--- src/rtl/fpg_pkg.sv ---
package fpg_pkg;
   typedef enum logic [1:0] {
      PH_IDLE = 2'd0,
      PH_RUN  = 2'd1,
      PH_DONE = 2'd2
   } phase_t;
endpackage

--- src/rtl/fpg_seq.sv ---
// Frame position sequencer: phase plus index, with next-value outputs.
module fpg_seq
   import fpg_pkg::*;
#(
   parameter int FRAME_LEN = 64,
   localparam int IDX_W    = $clog2(FRAME_LEN)
) (
   input  logic             clk,
   input  logic             rst,
   input  logic             go,
   output phase_t           nxt_phase,
   output logic [IDX_W-1:0] nxt_idx
);
   localparam logic [IDX_W-1:0] LAST_IDX = IDX_W'(FRAME_LEN - 1);

   phase_t           cur_phase;
   logic [IDX_W-1:0] cur_idx;

   always_comb begin
      nxt_phase = cur_phase;
      nxt_idx   = cur_idx;
      if (rst) begin
         nxt_phase = PH_IDLE;
         nxt_idx   = '0;
      end else begin
         unique case (cur_phase)
            PH_IDLE: begin
               if (go) begin
                  nxt_phase = PH_RUN;
                  nxt_idx   = '0;
               end
            end
            PH_RUN: begin
               if (cur_idx == LAST_IDX) begin
                  nxt_phase = PH_DONE;
                  nxt_idx   = '0;
               end else begin
                  nxt_idx = cur_idx + 1'b1;
               end
            end
            PH_DONE: begin
               nxt_phase = PH_IDLE;
               nxt_idx   = '0;
            end
            default: begin
               nxt_phase = PH_IDLE;
               nxt_idx   = '0;
            end
         endcase
      end
   end

   always_ff @(posedge clk) begin
      cur_phase <= nxt_phase;
      cur_idx   <= nxt_idx;
   end
endmodule

--- src/rtl/fpg_decode.sv ---
// Position decoders: strobe decoder and data window decoder.
module fpg_decode
   import fpg_pkg::*;
#(
   parameter int DATA_W    = 8,
   parameter int FRAME_LEN = 64,
   parameter int LO_FIRST  = 24,
   parameter int LO_LAST   = 40,
   localparam int IDX_W    = $clog2(FRAME_LEN)
) (
   input  phase_t            phase,
   input  logic [IDX_W-1:0]  idx,
   output logic              start_d,
   output logic              done_d,
   output logic [DATA_W-1:0] data_d
);
   localparam logic [IDX_W-1:0] WIN_LO = IDX_W'(LO_FIRST);
   localparam logic [IDX_W-1:0] WIN_HI = IDX_W'(LO_LAST);

   logic in_run;
   logic at_head;
   logic in_window;
   logic drive_high;

   // strobe decoder
   always_comb begin
      in_run  = (phase == PH_RUN);
      at_head = (idx == '0);
      start_d = in_run && at_head;
      done_d  = (phase == PH_DONE);
   end

   // data window decoder
   always_comb begin
      in_window  = (idx >= WIN_LO) && (idx <= WIN_HI);
      drive_high = in_run && !at_head && !in_window;
   end

   for (genvar b = 0; b < DATA_W; b++) begin : g_bit
      assign data_d[b] = drive_high;
   end
endmodule

--- src/rtl/fpg_outreg.sv ---
// Output flops: every port of the block leaves from a register.
module fpg_outreg #(
   parameter int DATA_W = 8
) (
   input  logic              clk,
   input  logic              rst,
   input  logic              start_d,
   input  logic              done_d,
   input  logic [DATA_W-1:0] data_d,
   output logic              start_q,
   output logic              done_q,
   output logic [DATA_W-1:0] data_q
);
   always_ff @(posedge clk) begin
      if (rst) begin
         start_q <= 1'b0;
         done_q  <= 1'b0;
         data_q  <= '0;
      end else begin
         start_q <= start_d;
         done_q  <= done_d;
         data_q  <= data_d;
      end
   end
endmodule

--- src/rtl/frame_pattern_gen.sv ---
module frame_pattern_gen
   import fpg_pkg::*;
#(
   parameter int DATA_W    = 8,
   parameter int FRAME_LEN = 64,
   parameter int LO_FIRST  = 24,
   parameter int LO_LAST   = 40
) (
   input  logic              clk,
   input  logic              rst,
   input  logic              go,
   output logic              start,
   output logic [DATA_W-1:0] data,
   output logic              done
);
   localparam int IDX_W = $clog2(FRAME_LEN);

   if (DATA_W < 1) begin : g_bad_width
      $error("DATA_W must be at least 1");
   end
   if (FRAME_LEN < 4) begin : g_bad_len
      $error("FRAME_LEN must be at least 4");
   end
   if (LO_FIRST < 2 || LO_LAST < LO_FIRST || LO_LAST > FRAME_LEN - 2) begin : g_bad_win
      $error("low window must lie strictly inside the frame");
   end

   phase_t            nxt_phase;
   logic [IDX_W-1:0]  nxt_idx;
   logic              start_d;
   logic              done_d;
   logic [DATA_W-1:0] data_d;

   fpg_seq #(.FRAME_LEN(FRAME_LEN)) u_seq (
      .clk       (clk),
      .rst       (rst),
      .go        (go),
      .nxt_phase (nxt_phase),
      .nxt_idx   (nxt_idx)
   );

   fpg_decode #(
      .DATA_W    (DATA_W),
      .FRAME_LEN (FRAME_LEN),
      .LO_FIRST  (LO_FIRST),
      .LO_LAST   (LO_LAST)
   ) u_dec (
      .phase   (nxt_phase),
      .idx     (nxt_idx),
      .start_d (start_d),
      .done_d  (done_d),
      .data_d  (data_d)
   );

   fpg_outreg #(.DATA_W(DATA_W)) u_out (
      .clk     (clk),
      .rst     (rst),
      .start_d (start_d),
      .done_d  (done_d),
      .data_d  (data_d),
      .start_q (start),
      .done_q  (done),
      .data_q  (data)
   );
endmodule

--- config.mk ---
export PLATFORM = sky130hd
export DESIGN_NAME = frame_pattern_gen
export DESIGN_NICKNAME = d
export VERILOG_FILES = /design/src/rtl/fpg_pkg.sv /design/src/rtl/fpg_seq.sv /design/src/rtl/fpg_decode.sv /design/src/rtl/fpg_outreg.sv /design/src/rtl/frame_pattern_gen.sv
export SDC_FILE = /design/constraint.sdc
export NUM_CORES = 1
export LEC_CHECK = 0
export ABC_AREA = 1
export ABC_CLOCK_PERIOD_IN_PS = 2550
export BUFFER_PORTS_ARGS = -buffer_cell sky130_fd_sc_hd__buf_2
export CORE_MARGIN = 3
export CORE_UTILIZATION = 46
export DETAILED_ROUTE_END_ITERATION = 16
export PLACE_DENSITY = 0.68
export SYNTH_ARGS = -nofsm -noshare
export SYNTH_HDL_FRONTEND = slang
export SYNTH_SLANG_ARGS = --single-unit
--- constraint.sdc ---
create_clock -name clk -period 2.55 [get_ports clk]
set_clock_uncertainty 0.2 [all_clocks]
set_input_delay 0.255 -clock clk [delete_from_list [all_inputs] [get_ports clk]]
set_output_delay 0.255 -clock clk [all_outputs]
set_load 0.02 [all_outputs]
==> Yosys cells after proc, flatten, opt, wreduce, memory -nomap -nowiden <==
Index checks and enable logic that the tools add are counted.
{ "op_classes": {"add_sub_neg": 1, "n_lt_le_gt_ge": 2, "n_eq_ne": 4, "mux": 8, "n_reduce_logical": 8} }
{ "op_table": {"columns": ["op", "n"], "rows": [
  ["$mux W6", 3],
  ["$pmux W6 S2", 1],
  ["$add A6 B1 Y6 const B", 1],
  ["$eq A6 B6 Y1 const B", 1],
  ["$ge A6 B5 Y1 const B", 1],
  ["$le A6 B6 Y1 const B", 1],
  ["$logic_not A6 Y1", 1],
  ["$mux W2", 3],
  ["$eq A2 B1 Y1 const B", 2],
  ["$logic_and A1 B1 Y1", 4],
  ["$pmux W2 S2", 1],
  ["$eq A2 B2 Y1 const B", 1],
  ["$logic_not A1 Y1", 2],
  ["$logic_not A2 Y1", 1]
]} }
{ "word_totals": {"ff_bits": 11, "input_bits": 3, "out_inout_bits": 10, "elab_cells": 28} }

==> Longest topological paths before layout <==
Gate-level depths: netlist (run 1).
{ "depth": {"depth_word": 8, "depth_mapped": 12, "ltp_nobuf": 11} }

==> Cells and area by module <==
A second synthesis (run 1) with hierarchy kept.
{ "unflattened": {"cells_unflattened": 108, "hier_area_um2": 814.5} }
{ "by_module_without_submodules": {"columns": ["mod", "instances", "cells_each", "area_per_inst_um2", "seq_area_each_um2"], "rows": [
  ["fpg_seq", 1, 50, 385.4, 160.2],
  ["fpg_outreg", 1, 31, 286.5, 200.2],
  ["fpg_decode", 1, 27, 142.6, 0.0]
]} }

==> Least setup slack after synthesis (run 1) <==
No wires, ideal clock.
{ "synth_timing": {"kind": "register -> register", "from": "reg u_seq.cur_idx[0]", "to": "reg, netlist name u_out.data_q[0]", "setup_time_ns": 0.116, "t_arrival_ns": 1.329, "required_ns": 2.234, "path_slack_ns": 0.905, "stages_incl_launch_ff": 11, "path_buffers": 0, "period_less_slack_ns": 1.645, "path_cell_list": "dfxtp_1 -> ha_1 -> nand3_2 -> o21ai_2 -> nand2_1 -> nand2_2 -> nand3_2 -> clkinv_1 -> nand3_2 -> nand2_1 -> nor2_2"} }
{ "synth_via": {"elab_chain_len": 8, "word_cells_on_any_way": 18, "cone_classes": "add/sub: 1; order compare: 2; eq/ne: 2; mux: 7; reduce/logical: 6"} }
{ "synth_lines": {"columns": ["item", "line", "source"], "rows": [
  ["start: declaration", "fpg_seq.sv:17", "logic [IDX_W-1:0] cur_idx;"],
  ["start signal: assignment", "fpg_seq.sv:55", "cur_idx <= nxt_idx;"],
  ["$add A6 B1 Y6 or $eq A6 B6 Y1 (tied branches)", "fpg_seq.sv:38, fpg_seq.sv:34", null],
  ["$mux W6", "fpg_seq.sv:34", "if (cur_idx == LAST_IDX) begin"],
  ["$pmux W6 S2", "fpg_seq.sv:26", "unique case (cur_phase)"],
  ["$mux W6", "fpg_seq.sv:22", "if (rst) begin"],
  ["$ge A6 B5 Y1, or another cell as far along", "fpg_decode.sv:35", "in_window = (idx >= WIN_LO) && (idx <= WIN_HI);"],
  ["$logic_and A1 B1 Y1 or $logic_not A1 Y1 (tied branches)", "fpg_decode.sv:35, fpg_decode.sv:36", null],
  ["$logic_not A1 Y1 or $logic_and A1 B1 Y1 (tied branches)", "fpg_decode.sv:36", "drive_high = in_run && !at_head && !in_window;"],
  ["$logic_and A1 B1 Y1 *", "fpg_decode.sv:36", null]
]} }
Mark *: on every way between the ends. The rest lies on a longest branch, timed or not.
A chain may end at the register's enable or synchronous reset.

==> Worst setup path after layout (run 1) <==
{ "layout_timing": {"from": "reg u_seq.cur_idx[0]", "to": "reg, netlist name u_out.data_q[0]"} }
{ "layout_via": {"elab_chain_len": 8, "word_cells_on_any_way": 18, "cone_classes": "add/sub: 1; order compare: 2; eq/ne: 2; mux: 7; reduce/logical: 6"} }
{ "layout_lines": {"columns": ["item", "line"], "rows": [
  ["$add A6 B1 Y6 or $eq A6 B6 Y1 (tied branches)", "fpg_seq.sv:38, fpg_seq.sv:34"],
  ["$mux W6", "fpg_seq.sv:34"],
  ["$pmux W6 S2", "fpg_seq.sv:26"],
  ["$mux W6", "fpg_seq.sv:22"],
  ["$ge A6 B5 Y1, or another cell as far along", "fpg_decode.sv:35"],
  ["$logic_and A1 B1 Y1 or $logic_not A1 Y1 (tied branches)", "fpg_decode.sv:35, fpg_decode.sv:36"],
  ["$logic_not A1 Y1 or $logic_and A1 B1 Y1 (tied branches)", "fpg_decode.sv:36"],
  ["$logic_and A1 B1 Y1 *", "fpg_decode.sv:36"]
]} }
Marks and branches as above.

==> results.tsv, run 1 <==
metric	value	unit
outcome	finished clean	
Crit Path Max Fanout	7	
Final HPWL DP	1.06	mm
Worst VDD drop	299	uV
critical path class	flip-flop to flip-flop	
grt total ovfl	0	
HP Class	input port to flip-flop	
Num CTS Buffers	3	
Area Overhead vs Synth	6.06	%
clock transition at the registers of the reported paths	0.07	ns
largest net degree at the start of global routing	9	
Worst-Margin Slew	0.293	ns
Global Route Usage Sum	14.5	%
vias in the first global route	498	
Gate Count Post-Synth	105	
pwr dens	486	mW/mm^2
clock network fraction of total power	32.9	%
Combinational Power Share	14.9	%
Fillers	135	
router iterations before antenna repair	6	
Final setup viols	0	
RSZ-0062 raised after global routing	no	
Post-Syn Nets	109	
DIE AREA	0.00198	mm^2
Slew Viols, Final	0	
most common flop cell mapped by yosys	dfxtp_1	
Final nets	118	
DRC	0	
drt wl/cell	10.2	um
share of the synthesized area in the top cell type	32.3	%
area of the core	0.00135	mm^2
first-pass GRT wire length	2.08	mm
Post CTS Setup Buffer Count	0	
Clock Tree Buf Depth	2	
number of synthesized flops with an enable pin	0	
io pins	13	
Pint	0.255	mW
gpl congestion	0.832	
initial antenna violation count	0	
root buffer cell	clkbuf_4	
Syn Area/Cell	6.49	um^2
Arr. time, crit path	1.81	ns
post-synthesis sequential area ratio	32.3	%
net switching power figure	0.0970	mW
ratio of cells with drive above 1 in the final layout	21.2	%
clk sinks	11	
Leak	0.422	nW
Yosys reg bits	11	
Distinct cells, synth	20	
H-tree Lvls	1	
Power Total	0.352	mW
Total Negative Setup Slacks	0	ns
Avg Vias per Cell	4.98	
Core Rows	13	
Worst-Skew Late Latency	0.26	ns
sw frac	27.6	%
final hold vios	0	
YS warnings	0	
share of flip-flops with an asynchronous set or reset	0	%
Tcrit/Tclk final	72.5	%
Die Height	44.5	um
minimum clock period	1.85	ns
CTS tree	built	
CTS resizes	0	
Hold Buf Count CTS	0	
remaining antenna violation count	0	
maximum clock frequency	541	MHz
CP endpoint kind	flip-flop	
maxcap violations	0	
Slew HR	80.3	%
Area contributors post-synth	dfxtp_1 (32%), nand2_1 (15%), inv_1 (11%)	
Reg power frac	52.1	%
Port Buf Inserts	12	
WL final	1.31	mm
chip width	44.5	um
CP required	2.51	ns
Synth area leader	dfxtp_1	
Vias	638	
cell area after synthesis	682	um^2
n_diodes	0	
DR iter-0 viols	13	
crit path launch type	flip-flop	
Initial Utilization	50.5	%
layout by cell type (no fill, tap or decap):
cell type,n
nand2_1,28
clkinv_1,1
a21oi_2,1
a21oi_1,3
nand4_1,2
clkbuf_1,1
nand3_2,3
or2_0,1
o21ai_0,1
ha_1,1
nor2_2,2
clkbuf_4,3
buf_2,12
dfxtp_1,11
nor4_1,2
nand2_2,2
inv_1,20
nand3_1,5
nor2_1,12
o21bai_1,1
o21ai_2,1
sequential cells by signal, summed over array words and instances (netlist names):
register / flops
u_out.done_q: 1
u_out.data_q: 1
u_seq.cur_phase: 2
u_seq.cur_idx: 6
u_out.start_q: 1
critical path: stages (launching register included):
cell and delay, ns:
dfxtp_1 0.45, ha_1 0.25, nand3_2 0.14, o21ai_2 0.22, nand2_1 0.09, nand2_2 0.08
nand3_2 0.07, clkinv_1 0.07, nand3_2 0.07, nand2_1 0.09, nor2_2 0.03
layer usage:
layer  global-route usage [%]  vias up  share of wire, %
li1                         -      332                 -
met1                     18.8      277                45
met2                     21.8       27                46
met3                     5.28        2               8.0
met4                     5.42        0              0.31
met5                        0        -                 0
metrics by stage:
stage          instance area (um^2)  setup WS [ns]  hold slack, ns  std cells  util, %
2_1_floorplan                   682          0.905           0.134        105        -
3_3_place_gp                    697          0.757           0.303        124     51.6
3_5_place_dp                    697          0.711           0.300        124     51.6
4_1_cts                         723          0.706          0.0156        128     53.6
5_1_grt                         723          0.518          0.0253        128     53.6
6_report                        723          0.701          0.0277        128     53.6
worst paths after layout:
kind | startpoint | end | slack [ns] | cells past startpoint
worst max-delay path | u_seq.cur_idx[0]$_DFF_P_ | u_out.data_q[0]$_SDFF_PP0_ | 0.70 | 10
worst min-delay path | rst | u_out.done_q$_SDFF_PP0_ | 0.03 | 2
worst max register to register | u_seq.cur_idx[0]$_DFF_P_ | u_out.data_q[0]$_SDFF_PP0_ | 0.70 | 10
worst min register to register | u_seq.cur_idx[3]$_DFF_P_ | u_out.done_q$_SDFF_PP0_ | 0.37 | 2
kinds of logic (layout without fill, tap and decap cells):
kind of cell / Yosys count / count (layout) / synth area share (%)
AO/OA/AOI/OAI: 7 / 7 / 6.61
AND/OR/NAND/NOR: 57 / 57 / 38.3
buffers and inverters: 29 / 37 / 20.9
flip-flops: 11 / 11 / 32.3
adder cells (fa/ha/maj): 1 / 1 / 1.83
power groups by stage:
| stage | Clock (mW) | Sequential (mW) | Combinational [mW] |
|---|---|---|---|
| floorplan | 0 | 0.189 | 0.0415 |
| global placement | 0 | 0.186 | 0.0533 |
| CTS | 0.121 | 0.183 | 0.0532 |
| finish | 0.116 | 0.183 | 0.0525 |
| detailed placement | 0 | 0.187 | 0.0531 |
| global route | 0.129 | 0.184 | 0.0590 |
final cells by class:
| class | count | area (um^2) | area share (%) |
|---|---|---|---|
| well taps | 15 | 18.8 | 2.60 |
| inverters | 21 | 78.8 | 10.9 |
| multi-input cells | 65 | 319 | 44.1 |
| repair buffers | 12 | 60.1 | 8.30 |
| flip-flops and latches | 11 | 220 | 30.4 |
| clock buffers | 4 | 26.3 | 3.63 |
synthesized netlist by cell type (2+ instances only):
master	n
inv_1	20
nand4_1	2
nor4_1	2
nand2_2	2
nand3_1	5
a21oi_1	3
nand2_1	28
buf_4	7
nand3_2	3
nor2_2	2
dfxtp_1	11
nor2_1	12
Note: power is estimated with default switching activity, not from simulation.
==> run 2: changes to the inputs <==
Settings changed: ABC_CLOCK_PERIOD_IN_PS 2550 to 1700, PLACE_DENSITY 0.68 to 0.71.
Clock period 2.55 ns to 1.7 ns, I/O delays scaled along.
==> results.tsv, run 2 (same netlist as run 1, synthesis figures left out) <==
metric	value	unit	change
Crit Path Max Fanout	5		-2
Tcrit/Tclk final	96.5	%	+24 points
Final HPWL DP	1.07	mm	about the same
maximum clock frequency	610	MHz	+13%
Arr. time, crit path	1.60	ns	-0.21 ns
critical path class	flip-flop to flip-flop		
most flop-heavy register	u_seq.cur_idx		
Slew Viols, Final	0		unchanged
DR iter-0 viols	26		+13
Slew HR	80.6	%	+0.30 points
ratio of cells with drive above 1 in the final layout	31.6	%	+10 points
DIE AREA	0.00198	mm^2	unchanged
clock transition at the registers of the reported paths	0.08	ns	about the same
io pins	13		unchanged
Core Rows	13		unchanged
DRC	0		unchanged
commonest non-fill, non-tap cells in the layout	nand2_1 (24), inv_1 (20), buf_2 (12), nor2_1 (10), dfxtp_1 (8)		
Global Route Usage Sum	16.3	%	+1.7 points
root buffer cell	clkbuf_4		
WL final	1.50	mm	+14%
CP endpoint kind	flip-flop		
initial antenna violation count	0		unchanged
chip width	44.5	um	unchanged
router iterations before antenna repair	4		-2
maxcap violations	0		unchanged
minimum clock period	1.64	ns	-0.210 ns
H-tree Lvls	1		unchanged
grt total ovfl	0		unchanged
remaining antenna violation count	0		unchanged
area of the core	0.00135	mm^2	unchanged
Clock Tree Buf Depth	2		unchanged
Vias	647		+1.4%
Avg Vias per Cell	4.90		-1.7%
R2R Setup Slk	0.06	ns	-0.64 ns
Worst VDD drop	371	uV	+24%
pwr dens	689	mW/mm^2	+42%
largest net degree at the start of global routing	9		unchanged
final design utilization	60.0	%	+6.4 points
Initial Utilization	50.5	%	unchanged
vias in the first global route	531		+6.6%
most common cell after layout, fill and taps aside	nand2_1		
Final setup viols	0		unchanged
outcome	finished clean		
clk sinks	11		unchanged
Final nets	122		+3.4%
worst hold slack	0.0836	ns	+0.0558 ns
gpl congestion	0.948		+14%
Leak	0.449	nW	+6.4%
first-pass GRT wire length	2.30	mm	+10%
max FFs per register	6		unchanged
crit path launch type	flip-flop		
Worst-Skew Late Latency	0.27	ns	about the same
Num CTS Buffers	3		unchanged
CP required	1.66	ns	-0.85 ns
Worst-Margin Slew	0.291	ns	-0.00170 ns
CTS tree	built		
Area Overhead vs Synth	18.7	%	
Port Buf Inserts	12		unchanged
n_diodes	0		unchanged
Die Height	44.5	um	unchanged
biggest regs	u_seq.cur_idx (6), u_seq.cur_phase (2)		
drt wl/cell	11.3	um	+11%
final hold vios	0		unchanged
HP Class	input port to flip-flop		
run 2: power by group:
part	switching, mW	internal, mW
Combinational	0.0657	0.0353
Clock	0.0930	0.0908
Sequential	0.00682	0.266
run 2: final timing paths:
kind | startpoint | end | cells past startpoint
max | u_seq.cur_idx[1]$_DFF_P_ | u_out.data_q[0]$_SDFF_PP0_ | 10
min | go | u_seq.cur_phase[0]$_DFF_P_ | 5
max reg2reg | u_seq.cur_idx[1]$_DFF_P_ | u_out.data_q[0]$_SDFF_PP0_ | 10
min reg2reg | u_seq.cur_phase[0]$_DFF_P_ | u_seq.cur_phase[1]$_DFF_P_ | 2
run 2: cell type report:
cell class,instances,area (um^2)
repair buffers,16,92.6
multi-input cells,65,367
clock buffers,4,26.3
inverters,21,78.8
well taps,15,18.8
fillers,124,541
flip-flops and latches,11,226
run 2: metal layers:
metal	track usage (%)	routed length, um
met5	0	0
met2	22.9	708
met1	22.7	688
met3	4.07	81
met4	7.83	19
run 2: stage by stage:
stage	setup WS, ns	power, mW	std cells	TNS, ns	cell area, um^2
final	0.0602	0.557	132	0	810
after global routing	-0.00766	0.582	132	-0.00766	810
after CTS	0.0159	0.545	131	0	766
after detailed placement	-0.0759	0.364	126	-0.0794	712
after global placement	-0.0256	0.363	126	-0.0256	712
after floorplan	0.0554	0.346	105	0	682
run 2: what timing repair did:
item / 4_1_cts / 5_1_grt
pin swaps: 1 / 3
gates resized for setup: 5 / 11
setup endpoints to repair: 2 / 2
hold endpoints to repair: 3 / 0
hold buffers: 1 / 0
setup buffers: 0 / 1
run 2: critical path, cell delays in order (launching register included):
cell and delay, ns:
dfxtp_4 0.38, ha_4 0.16, nand3_4 0.10, o21ai_4 0.18, nand2_2 0.08, nand2_4 0.07
nand3_2 0.09, clkinv_1 0.07, nand3_2 0.07, nand2_1 0.09, nor2_2 0.03
==> run 3: changes to the inputs <==
Settings changed: PLACE_DENSITY 0.71 to 0.7, SYNTH_HIERARCHICAL set to 1.
==> results.tsv, run 3 <==
metric	value	unit	change
Num CTS Buffers	3		unchanged
Post-Layout Cell Count	152		+15%
post-synthesis mux area share	0	%	unchanged
vias in the first global route	667		+26%
R2R Path End	u_out/data_q[5]$_SDFF_PP0_		
Distinct cells, synth	21		+5.0%
worst hold stages	4		-1
remaining antenna violation count	0		unchanged
DIE AREA	0.00231	mm^2	+17%
Tcrit/Tclk final	116	%	+20 points
Compound-Gate Fraction of Synth Area	9.52	%	+2.9 points
most flop-heavy register	u_out/data_q		
Worst-Margin Slew	0.274	ns	-0.0176 ns
Final HPWL DP	1.23	mm	+15%
YS warnings	6		+6
ratio of cells with drive above 1 in the final layout	48.4	%	+17 points
n_diodes	0		unchanged
initial antenna violation count	0		unchanged
Cells after DPL	145		+15%
Worst VDD drop	443	uV	+19%
cell area after synthesis	815	um^2	+19%
FF-to-FF Start	u_seq/cur_idx[1]$_DFF_P_		
top post-synthesis cells by count	nor2_1 (21), inv_1 (20), dfxtp_1 (18)		
worst hold slack	-0.0141	ns	-0.0977 ns
Final setup viols	9		+9
area share of fa/ha/maj cells after synthesis	1.54	%	-0.30 points
Top delay family on crit path	simple AND/OR/NAND/NOR gates		
Leak	0.449	nW	about the same
Clock Tree Buf Depth	2		unchanged
number of synthesized flops with an enable pin	0		unchanged
Post-Syn Nets	112		+2.8%
drt wl/cell	12.0	um	+5.6%
commonest non-fill, non-tap cells in the layout	nor2_1 (16), inv_1 (16), buf_4 (14), dfxtp_1 (14), nand2_1 (13)		
Area contributors post-synth	dfxtp_1 (44%), nor2_1 (9.7%), inv_1 (9.2%)		
maxcap violations	0		unchanged
Worst-Skew Late Latency	0.29	ns	+0.02 ns
share of flip-flops with an asynchronous set or reset	0	%	unchanged
failing checks	hold timing, setup timing		
max FFs per register	8		+2
Slew HR	81.7	%	+1.1 points
crit path launch type	flip-flop		
Vias	706		+9.1%
Worst Hold End	u_seq/cur_idx[2]$_DFF_P_		
grt total ovfl	0		unchanged
final design utilization	68.7	%	+8.7 points
CP endpoint kind	flip-flop		
post-synthesis xor/xnor area fraction	1.08	%	+1.1 points
Arr. time, crit path	1.95	ns	+0.35 ns
Crit Path Max Fanout	8		+3
final hold vios	1		+1
HP Start	rst		
Area Overhead vs Synth	34.4	%	
crit path max-delay cell type	dfxtp_4		
Initial Utilization	51.1	%	+0.59 points
slowest stage delay, CP	0.36	ns	-0.02 ns
CP cell instances	ha_4 > nand3_4 > nor2_4 > nor2_4 > nand3_2 > a21oi_4 > inv_2 > or2_1 > a21oi_2 > nor2_4 > inv_1 > nor2_1		
Slew Viols, Final	0		unchanged
clk sinks	18		+7
RSZ-0062 raised after global routing	yes		
DR iter-0 viols	10		-62%
Die Height	48.1	um	+8.0%
CTS tree	built		
io pins	13		unchanged
final worst setup slack	-0.274	ns	-0.334 ns
pwr dens	695	mW/mm^2	+0.95%
clock transition at the registers of the reported paths	0.08	ns	about the same
largest net degree at the start of global routing	16		+7
biggest regs	u_out/data_q (8), u_seq/cur_idx (6), u_seq/cur_phase (2)		
R2R Setup Slk	-0.27	ns	-0.33 ns
chip width	48.1	um	+8.0%
Gate Count Post-Synth	108		+2.9%
main combinational cell family by area after synthesis	simple AND/OR/NAND/NOR gates		
multi-input logic area	434	um^2	+18%
critical path class	flip-flop to flip-flop		
CP required	1.67	ns	about the same
Final nets	134		+9.8%
outcome	finished, violations left		
root buffer cell	clkbuf_4		
Syn Area/Cell	7.54	um^2	+16%
Fillers	129		+4.0%
Avg Vias per Cell	4.64		-5.2%
Core Rows	14		+1
r2r worst-path depth	12		+2
Most Frequent Cell on Critical Path	nor2_4		
first-pass GRT wire length	2.79	mm	+21%
Port Buf Inserts	12		unchanged
Synth area leader	dfxtp_1		
H-tree Lvls	1		unchanged
share of the synthesized area in the top cell type	44.2	%	+12 points
Power Total	0.761	mW	+37%
Register Area	368	um^2	+62%
Global Route Usage Sum	18.2	%	+1.9 points
HP Class	input port to flip-flop		
top-count cell post-synth	nor2_1		
Yosys reg bits	18		+7
most common flop cell mapped by yosys	dfxtp_1		
Critical path buffers and inverters	2		+1
WL final	1.82	mm	+22%
area of the core	0.00159	mm^2	+18%
gpl congestion	0.760		-20%
minimum clock period	1.97	ns	+0.334 ns
router iterations before antenna repair	4		unchanged
Post-Synth Simple-Gate Area	25.7	%	-13 points
post-synthesis sequential area ratio	44.2	%	+12 points
DRC	0		unchanged
maximum clock frequency	507	MHz	-17%
run 3: cell types whose count changed after synthesis, sizes merged, moves of 3 or more:
cell and change:
dfxtp +7, nand3 -3, nor2 +8, a21oi +4
nand2 -15
run 3: layout make-up:
| class | instances | share of cell area [%] |
|---|---|---|
| clock buffer | 3 | 2.06 |
| inverter | 20 | 6.86 |
| multi-input combinational | 61 | 39.7 |
| sequential | 18 | 33.6 |
| tap | 24 | 2.74 |
| timing repair buffer | 26 | 15.1 |
run 3: worst max-delay path by stage:
stage	startpoint	to	slack, ns	cells after the start
finish	u_seq/cur_idx[1]$_DFF_P_	u_out/data_q[5]$_SDFF_PP0_	-0.27	12
detailed placement	u_seq/cur_idx[1]$_DFF_P_	u_out/data_q[5]$_SDFF_PP0_	-0.31	12
global route	u_seq/cur_idx[1]$_DFF_P_	u_out/data_q[5]$_SDFF_PP0_	-0.39	14
floorplan	u_seq/cur_idx[1]$_DFF_P_	u_out/data_q[0]$_SDFF_PP0_	-0.28	13
CTS	u_seq/cur_idx[1]$_DFF_P_	u_out/data_q[5]$_SDFF_PP0_	-0.24	12
global placement	u_seq/cur_idx[1]$_DFF_P_	u_out/data_q[5]$_SDFF_PP0_	-0.26	12
run 3: worst min-delay path: stages:
cell and delay [ns]:
buf_2 0.09, nor2_1 0.06, o21ai_2 0.06, a21oi_2 0.05
run 3: power by group:
group / leakage [nW] / internal (mW) / switching (mW)
clock: 0.0138 / 0.0823 / 0.118
sequential: 0.148 / 0.433 / 0.00824
combinational: 0.287 / 0.0489 / 0.0705
total: 0.449 / 0.564 / 0.197
run 3: logic make-up after synthesis:
logic type	after synthesis
simple gates	46
buf+inv	29
flops	18
compound gates	13
xor+xnor	1
fa+ha+maj	1
run 3: stage by stage:
stage / TNS [ns] / setup WS, ns / cell area (um^2)
2_1_floorplan: -2.27 / -0.283 / 848
3_3_place_gp: -2.14 / -0.259 / 942
3_5_place_dp: -2.59 / -0.310 / 942
4_1_cts: -2.05 / -0.244 / 1040
5_1_grt: -3.34 / -0.388 / 1090
6_report: -2.33 / -0.274 / 1090
run 3: what timing repair did:
item	in CTS	in global routing
setup endpoints to repair	9	9
gates resized for setup	19	10
pin swaps	9	4
buffers inserted	2	2
endpoints found under the hold margin	1	0
run 3: metal layers:
layer	up-vias	global-route usage, %	share of wire (%)	wire length [um]
met1	327	20.0	44	796
met5	-	0	0	0
met2	15	29.0	51	927
met3	5	6.39	3.5	63
li1	359	-	-	-
met4	0	12.4	1.9	34
